===== config.mk =====
export PLATFORM = sky130hd
export DESIGN_NAME = csync_clamp_gen
export DESIGN_NICKNAME = d
export VERILOG_FILES = /design/src/rtl/csv_pkg.sv /design/src/rtl/csv_sync.sv /design/src/rtl/csv_line.sv /design/src/rtl/csv_pulse.sv /design/src/rtl/csync_clamp_gen.sv
export SDC_FILE = /design/constraint.sdc
export NUM_CORES = 1
export LEC_CHECK = 0
export ABC_AREA = 0
export BUFFER_PORTS_ARGS = -buffer_cell sky130_fd_sc_hd__buf_4
export CAP_MARGIN = 20
export CORE_UTILIZATION = 60
export DETAILED_ROUTE_END_ITERATION = 8
export GPL_ROUTABILITY_DRIVEN = 0
export GPL_TIMING_DRIVEN = 0
export PLACE_DENSITY = 0.77
export SYNTH_ARGS = -nofsm -noshare
export SYNTH_HDL_FRONTEND = slang
export SYNTH_SLANG_ARGS = --single-unit
export TNS_END_PERCENT = 30

===== constraint.sdc =====
create_clock -name clk -period 3.7 [get_ports clk]
set_input_delay 0.74 -clock clk [delete_from_list [all_inputs] [get_ports clk]]
set_output_delay 0.74 -clock clk [all_outputs]
set_load 0.05 [all_outputs]

===== src/rtl/csv_pkg.sv =====
package csv_pkg;

  typedef enum logic {
    LS_ACQ  = 1'b0,
    LS_LOCK = 1'b1
  } lock_e;

  function automatic int csv_max(input int x, input int y);
    return (x > y) ? x : y;
  endfunction

endpackage


===== src/rtl/csv_sync.sv =====
module csv_sync #(
  parameter int SYNC_STAGES = 2
) (
  input  logic clk,
  input  logic rst,
  input  logic din,
  output logic s_lvl,
  output logic s_fall,
  output logic s_rise
);

  logic [SYNC_STAGES-1:0] sh_q;
  logic                   prev_q;

  generate
    if (SYNC_STAGES == 1) begin : g_one
      always_ff @(posedge clk) begin
        if (rst) sh_q <= 1'b1;
        else     sh_q <= din;
      end
    end else begin : g_many
      always_ff @(posedge clk) begin
        if (rst) sh_q <= '1;
        else     sh_q <= {sh_q[SYNC_STAGES-2:0], din};
      end
    end
  endgenerate

  always_ff @(posedge clk) begin
    if (rst) prev_q <= 1'b1;
    else     prev_q <= sh_q[SYNC_STAGES-1];
  end

  assign s_lvl  = sh_q[SYNC_STAGES-1];
  assign s_fall = prev_q & ~s_lvl;
  assign s_rise = ~prev_q & s_lvl;

  logic [1:0] warm_q;
  always_ff @(posedge clk) begin
    if (rst)              warm_q <= '0;
    else if (warm_q != 2'd3) warm_q <= warm_q + 2'd1;
  end

  generate
    if (SYNC_STAGES == 2) begin : g_chk
      // synchronized level trails the pin by two edges
      p_sync_lat_r2: assert property (@(posedge clk) disable iff (rst)
        (warm_q == 2'd3) |-> (s_lvl == $past(din, 2)));
    end
  endgenerate

endmodule


===== src/rtl/csv_line.sv =====
module csv_line
  import csv_pkg::*;
#(
  parameter int A_NTSC = 867,
  parameter int B_NTSC = 43,
  parameter int A_PAL  = 1075,
  parameter int B_PAL  = 61,
  parameter int TIP_W  = 58,
  parameter int LCW    = 11,
  parameter int QW     = 6
) (
  input  logic clk,
  input  logic rst,
  input  logic en,
  input  logic pal,
  input  logic s_lvl,
  input  logic s_fall,
  output logic gate1,
  output logic gate2,
  output logic valid
);

  localparam logic [LCW-1:0] A_NC   = LCW'(A_NTSC);
  localparam logic [LCW-1:0] E_NC   = LCW'(A_NTSC + B_NTSC);
  localparam logic [LCW-1:0] A_PC   = LCW'(A_PAL);
  localparam logic [LCW-1:0] E_PC   = LCW'(A_PAL + B_PAL);
  localparam logic [LCW-1:0] ACC_LC = LCW'(TIP_W + 1);
  localparam logic [QW-1:0]  TIP_C  = QW'(TIP_W);

  lock_e          lock_q, lock_n;
  logic [LCW-1:0] lc_q, lc_n, lc_inc, a_v, e_v;
  logic           busy_q, busy_n;
  logic [QW-1:0]  q_q, q_n;
  logic           win, expire;
  logic           g1_q, g2_q, val_q, g1_n, g2_n, val_n;

  always_comb begin
    a_v    = pal ? A_PC : A_NC;
    e_v    = pal ? E_PC : E_NC;
    lc_inc = (&lc_q) ? lc_q : lc_q + 1'b1;
    win    = (lock_q == LS_ACQ) || (lc_q >= a_v && lc_q < e_v);
    expire = (lock_q == LS_LOCK) && (lc_inc >= e_v);

    lock_n = lock_q;
    lc_n   = lc_inc;
    busy_n = busy_q;
    q_n    = q_q;
    val_n  = 1'b0;

    if (!en) begin
      lock_n = LS_ACQ;
      lc_n   = '0;
      busy_n = 1'b0;
      q_n    = '0;
    end else if (busy_q) begin
      if (q_q == TIP_C) begin
        busy_n = 1'b0;
        if (!s_lvl) begin
          val_n  = 1'b1;
          lock_n = LS_LOCK;
          lc_n   = ACC_LC;
        end else if (expire) begin
          lock_n = LS_ACQ;
        end
      end else begin
        q_n = q_q + 1'b1;
      end
    end else if (s_fall && win) begin
      busy_n = 1'b1;
      q_n    = QW'(1);
    end else if (expire) begin
      lock_n = LS_ACQ;
    end

    g1_n = en && ((lock_n == LS_ACQ) || (lc_n >= a_v && lc_n < e_v));
    g2_n = ~busy_n;
  end

  always_ff @(posedge clk) begin
    if (rst) begin
      lock_q <= LS_ACQ;
      lc_q   <= '0;
      busy_q <= 1'b0;
      q_q    <= '0;
      g1_q   <= 1'b1;
      g2_q   <= 1'b1;
      val_q  <= 1'b0;
    end else begin
      lock_q <= lock_n;
      lc_q   <= lc_n;
      busy_q <= busy_n;
      q_q    <= q_n;
      g1_q   <= g1_n;
      g2_q   <= g2_n;
      val_q  <= val_n;
    end
  end

  assign gate1 = g1_q;
  assign gate2 = g2_q;
  assign valid = val_q;

  // strobe lasts one cycle
  p_valid_pulse_r6: assert property (@(posedge clk) disable iff (rst)
    valid |=> !valid);
  // an accepted tip coincides with the end of the width test
  p_valid_at_gate2_end_r6: assert property (@(posedge clk) disable iff (rst)
    $rose(valid) |-> $rose(gate2));
  // the window is closed right after a new line reference
  p_valid_closes_window_r6: assert property (@(posedge clk) disable iff (rst)
    valid |-> !gate1);
  // no window and no test in pass-through
  p_gates_idle_r1: assert property (@(posedge clk) disable iff (rst)
    (!$past(rst) && !$past(en)) |-> (!gate1 && gate2 && !valid));

endmodule


===== src/rtl/csv_pulse.sv =====
module csv_pulse #(
  parameter int CLAMP_DLY = 8,
  parameter int CLAMP_W   = 54,
  parameter int PCW       = 6
) (
  input  logic clk,
  input  logic rst,
  input  logic en,
  input  logic s_lvl,
  input  logic s_rise,
  input  logic valid,
  output logic clamp
);

  localparam logic [PCW-1:0] P_ON  = PCW'(CLAMP_DLY + 1);
  localparam logic [PCW-1:0] P_END = PCW'(CLAMP_DLY + CLAMP_W);

  logic [PCW-1:0] pc_q, pc_n;
  logic           arm_q, arm_n, clamp_q, clamp_n, armed;

  always_comb begin
    armed = arm_q | valid;
    arm_n = armed;
    pc_n  = pc_q;
    if (!en) begin
      arm_n   = 1'b0;
      pc_n    = '0;
      clamp_n = s_lvl;
    end else begin
      if (armed && s_rise) begin
        arm_n = 1'b0;
        pc_n  = PCW'(1);
      end else if (pc_q != '0) begin
        pc_n = (pc_q == P_END) ? '0 : pc_q + 1'b1;
      end
      clamp_n = (pc_n >= P_ON) && (pc_n <= P_END);
    end
  end

  always_ff @(posedge clk) begin
    if (rst) begin
      pc_q    <= '0;
      arm_q   <= 1'b0;
      clamp_q <= 1'b0;
    end else begin
      pc_q    <= pc_n;
      arm_q   <= arm_n;
      clamp_q <= clamp_n;
    end
  end

  assign clamp = clamp_q;

  logic           en_d;
  logic [PCW-1:0] run_q;
  always_ff @(posedge clk) begin
    if (rst) begin
      en_d  <= 1'b0;
      run_q <= '0;
    end else begin
      en_d  <= en;
      run_q <= (clamp_q && en_d && en) ? run_q + 1'b1 : '0;
    end
  end

  // an internal clamp pulse never outlasts its width
  p_clamp_run_r7: assert property (@(posedge clk) disable iff (rst)
    run_q <= PCW'(CLAMP_W));
  // pass-through copies the synchronized level
  p_pass_r1: assert property (@(posedge clk) disable iff (rst)
    (!$past(rst) && !$past(en)) |-> (clamp == $past(s_lvl)));

endmodule


===== src/rtl/csync_clamp_gen.sv =====
module csync_clamp_gen
  import csv_pkg::*;
#(
  parameter int A_NTSC      = 867,
  parameter int B_NTSC      = 43,
  parameter int A_PAL       = 1075,
  parameter int B_PAL       = 61,
  parameter int TIP_W       = 58,
  parameter int CLAMP_W     = 54,
  parameter int CLAMP_DLY   = 8,
  parameter int SYNC_STAGES = 2
) (
  input  logic clk,
  input  logic rst,
  input  logic clamp_en,
  input  logic std_pal,
  input  logic sync_in,
  output logic clamp_out,
  output logic gate1,
  output logic gate2,
  output logic sync_valid
);

  localparam int WMAX = csv_max(A_NTSC + B_NTSC, A_PAL + B_PAL);
  localparam int LCW  = $clog2(WMAX + TIP_W + 2);
  localparam int QW   = $clog2(TIP_W + 1);
  localparam int PCW  = $clog2(CLAMP_DLY + CLAMP_W + 1);

  logic s_lvl, s_fall, s_rise, valid_w;

  csv_sync #(.SYNC_STAGES(SYNC_STAGES)) u_sync (
    .clk(clk), .rst(rst), .din(sync_in),
    .s_lvl(s_lvl), .s_fall(s_fall), .s_rise(s_rise)
  );

  csv_line #(
    .A_NTSC(A_NTSC), .B_NTSC(B_NTSC), .A_PAL(A_PAL), .B_PAL(B_PAL),
    .TIP_W(TIP_W), .LCW(LCW), .QW(QW)
  ) u_line (
    .clk(clk), .rst(rst), .en(clamp_en), .pal(std_pal),
    .s_lvl(s_lvl), .s_fall(s_fall),
    .gate1(gate1), .gate2(gate2), .valid(valid_w)
  );

  csv_pulse #(.CLAMP_DLY(CLAMP_DLY), .CLAMP_W(CLAMP_W), .PCW(PCW)) u_pulse (
    .clk(clk), .rst(rst), .en(clamp_en), .s_lvl(s_lvl), .s_rise(s_rise),
    .valid(valid_w), .clamp(clamp_out)
  );

  assign sync_valid = valid_w;

endmodule


==> results.cfg <==
[outcome]
status = finished, final reports clean

[clock_network]
hold_buffers = 0
clk_pin_slew_worst_paths_ns = 0.07
post_cts_buffers = 0
cts_buffers = 5
clock-root-buffer = clkbuf_8
cts_tree = yes
h-tree-depth = 2
cts_buffer_depth = 2
clk_latency_ns = 0.29
clock_sinks = 33
ctsResizeCount = 0

[synth]
synth_top_area_share_pct = 25.15
synthTopCellsByArea = dfxtp_1 (25%), ha_1 (17%), nand3_1 (4.0%), a21oi_1 (3.6%), nor2_1 (3.3%)
synth-seq-cells = 33
avgSynthCellArea_sq_um = 8.611
synth_compound_area_share_pct = 20.82
synth_top_area_cell = dfxtp_1
synth.most_common_cell = ha_1
synth_common_cells = ha_1 (36), dfxtp_1 (33), nor2_1 (23)
yosys_warnings = 0
syn-num-nets = 346
synth_top_family_by_area = simple AND/OR/NAND/NOR gates
yosys.area_share.adder_pct = 17.15
syn_inst = 305
synthFlopType = dfxtp_1
ys_seq_area_share_pct = 25.15
synth_mux_area_share_pct = 2.668
synth_xor_area_share_pct = 3.668
netlist_area_sq_um = 2626
ys_types = 61
synth-simple-area-share_pct = 25.11
synth_edf_count = 0
synthArstFlopShare_pct = 0

[setup_path]
ff2ff_path_depth = 13
required_ns = 3.87
max_stage_delay_ns = 0.52
reg2reg_from = u_line.lc_q[3]$_SDFF_PP0_
path_cells = and4_1 > buf_2 > and3_1 > nand3_1 > xor2_1 > nand2_1 > ha_1 > a21o_1 > a211oi_1 > nand3_1 > o41ai_1 > a311o_1 > o221ai_2
startpoint_type = flip-flop
r2r-end = u_line.gate1$_SDFF_PP1_
crit_slowest_cell = dfxtp_1
cpMostUsedCell = nand3_1
worstPathMaxFanout = 8
worstPathArrival_ns = 3.61
crit_type = flip-flop to flip-flop
r2r_slack_ns = 0.26
endpoint_kind = flip-flop

[sta]
rsz0062_at_grt = false
fmax_mhz = 290.4
fin_skew_ns = 0.01043
period_minus_slack_ns = 3.443
setup_viol = 0
worstMarginPinSlew_ns = 0.7571
fin_tns_setup_ns = 0
drv_slew = 0
hold_ws_ns = 0.4124
hold_viol = 0
finalCritPeriodShare_pct = 93.05
maxSlewHeadroom_pct = 49.19

[global_routing]
grt_pass1_wl_um = 9591
grt-ovfl-total = 0
grt_antenna_before_repair = 0
grt_max_degree = 21
grt_usage_pct = 27.74
grt_pass1_vias = 2070

[finish]
instances_no_fill = 369
area_growth_pct = 9.242
final_net_count = 359
n_fill_cell = 335
drive_gt1_share_pct = 11.60
antenna_cells = 0

[die]
ios = 9
die-height_um = 68.16
die_w_um = 68.16
fp-row-count = 23
start_util_pct = 63.82
die_area_sq_um = 4646
core_area_sq_um = 4115

[drt]
drc = 0
vias = 2309
drt_wl_total_um = 5961
via_per_inst = 6.257
drt_iter0_drc = 134
ant_nets = 0
avgRoutedWirePerCell_um = 16.15
dr.pass1.iters = 5

[worst_hold_path]
hold-path-endpoint = u_sync.sh_q[1]$_SDFF_PP1_
holdPathStages = 1
holdCritStartpoint = u_sync.sh_q[0]$_SDFF_PP1_
hp-class = flip-flop to flip-flop

[pwr]
p_leak_nw = 1.293
ir_drop_v = 0.0002950
totalPowerFinal_w = 0.0007899
power_density_nw_per_um2 = 275.3

[placement]
dp_hpwl_um = 4532
dp.cells = 361
portBuffers = 6

[flow_run]
max-cap-violations = 0
==> placed cells by master, fill, tap and decap left out, types with 4 or more instances in the layout <==
cell type and instances:
xnor2_1 5, dfxtp_1 33, xor2_1 6, or2_2 4, clkbuf_1 4, and3_1 9
buf_2 6, nand4_1 6, nand3b_1 4, nand3_1 21, a21o_1 4, and2_1 4
o21ai_0 6, a21oi_1 19, clkbuf_8 6, buf_4 6, nand2b_1 5, ha_1 36
mux2i_1 7, inv_1 20, nand2_1 16, nor2_1 23, nor3_1 4
==> sequential cells by signal (all words and copies together), names as in the netlist <==
register       flops
u_line.busy_q      1
u_line.gate2       1
u_line.lc_q       11
u_sync.sh_q        2
u_pulse.arm_q      1
u_line.lock_q      1
u_line.gate1       1
u_line.q_q         6
u_line.valid       1
u_pulse.clamp      1
u_sync.prev_q      1
u_pulse.pc_q       6
==> worst max-delay path: cells and delay by family (launching register included) <==
| family | cells | cell delay (ns) |
|---|---|---|
| AOI/OAI and AO/OA | 5 | 1.30 |
| xor gates and xnor gates | 1 | 0.27 |
| adders and majority gates | 1 | 0.31 |
| buffers and inverters | 1 | 0.17 |
| DFF | 1 | 0.52 |
| and+or+nand+nor | 5 | 0.76 |
==> cell families after synthesis <==
logic type               count (synthesis)
AO/OA/AOI/OAI                           69
XOR/XNOR                                11
adder cells (fa/ha/maj)                 36
buffers and inverters                   32
flip-flops                              33
multiplexers                             7
AND/OR/NAND/NOR                        117
==> layout make-up <==
cell class | count | area, sq um | share of cell area (%)
sequential | 33 | 660.6 | 23.03
tap | 50 | 62.56 | 2.181
timing repair buffer | 6 | 45.04 | 1.570
clock inverter | 1 | 30.03 | 1.047
multi-input combinational | 240 | 1842 | 64.20
inverter | 21 | 78.83 | 2.747
buffer | 11 | 63.81 | 2.224
clock buffer | 7 | 86.33 | 3.009
==> worst max path at each step <==
stage | from | end | slack (ns) | cells past startpoint
global route | u_line.lc_q[0]$_SDFF_PP0_ | u_line.gate1$_SDFF_PP1_ | 0.05 | 13
detailed placement | u_line.lc_q[0]$_SDFF_PP0_ | u_line.gate1$_SDFF_PP1_ | 0.05 | 13
floorplan | u_line.lc_q[0]$_SDFF_PP0_ | u_line.gate1$_SDFF_PP1_ | 0.71 | 13
global placement | u_line.lc_q[0]$_SDFF_PP0_ | u_line.gate1$_SDFF_PP1_ | 0.07 | 13
finish | u_line.lc_q[3]$_SDFF_PP0_ | u_line.gate1$_SDFF_PP1_ | 0.26 | 13
CTS | u_line.lc_q[0]$_SDFF_PP0_ | u_line.gate1$_SDFF_PP1_ | 0.05 | 13
==> report_power, final <==
group	internal, W	switching, W
clock network	0.000220	0.000133
logic	0.0000263	0.0000482
registers	0.000360	0.00000356
==> per-layer routing <==
layer	wire length [um]	up-vias	track usage (%)
met4	83	0	8.854
li1	-	1148	-
met2	2792	71	43.75
met1	2787	1082	37.88
met5	0	-	0
met3	298	8	5.000
==> through the flow <==
step	instance area (sq um)	worst slack (ns)	util [%]
after floorplan	2626	0.7088	-
after global placement	2734	0.06783	66.43
after detailed placement	2734	0.04589	66.43
after CTS	2850	0.05091	69.26
after global routing	2869	0.04514	69.72
final	2869	0.2570	69.72
Note: power is estimated with default switching activity, not from simulation.
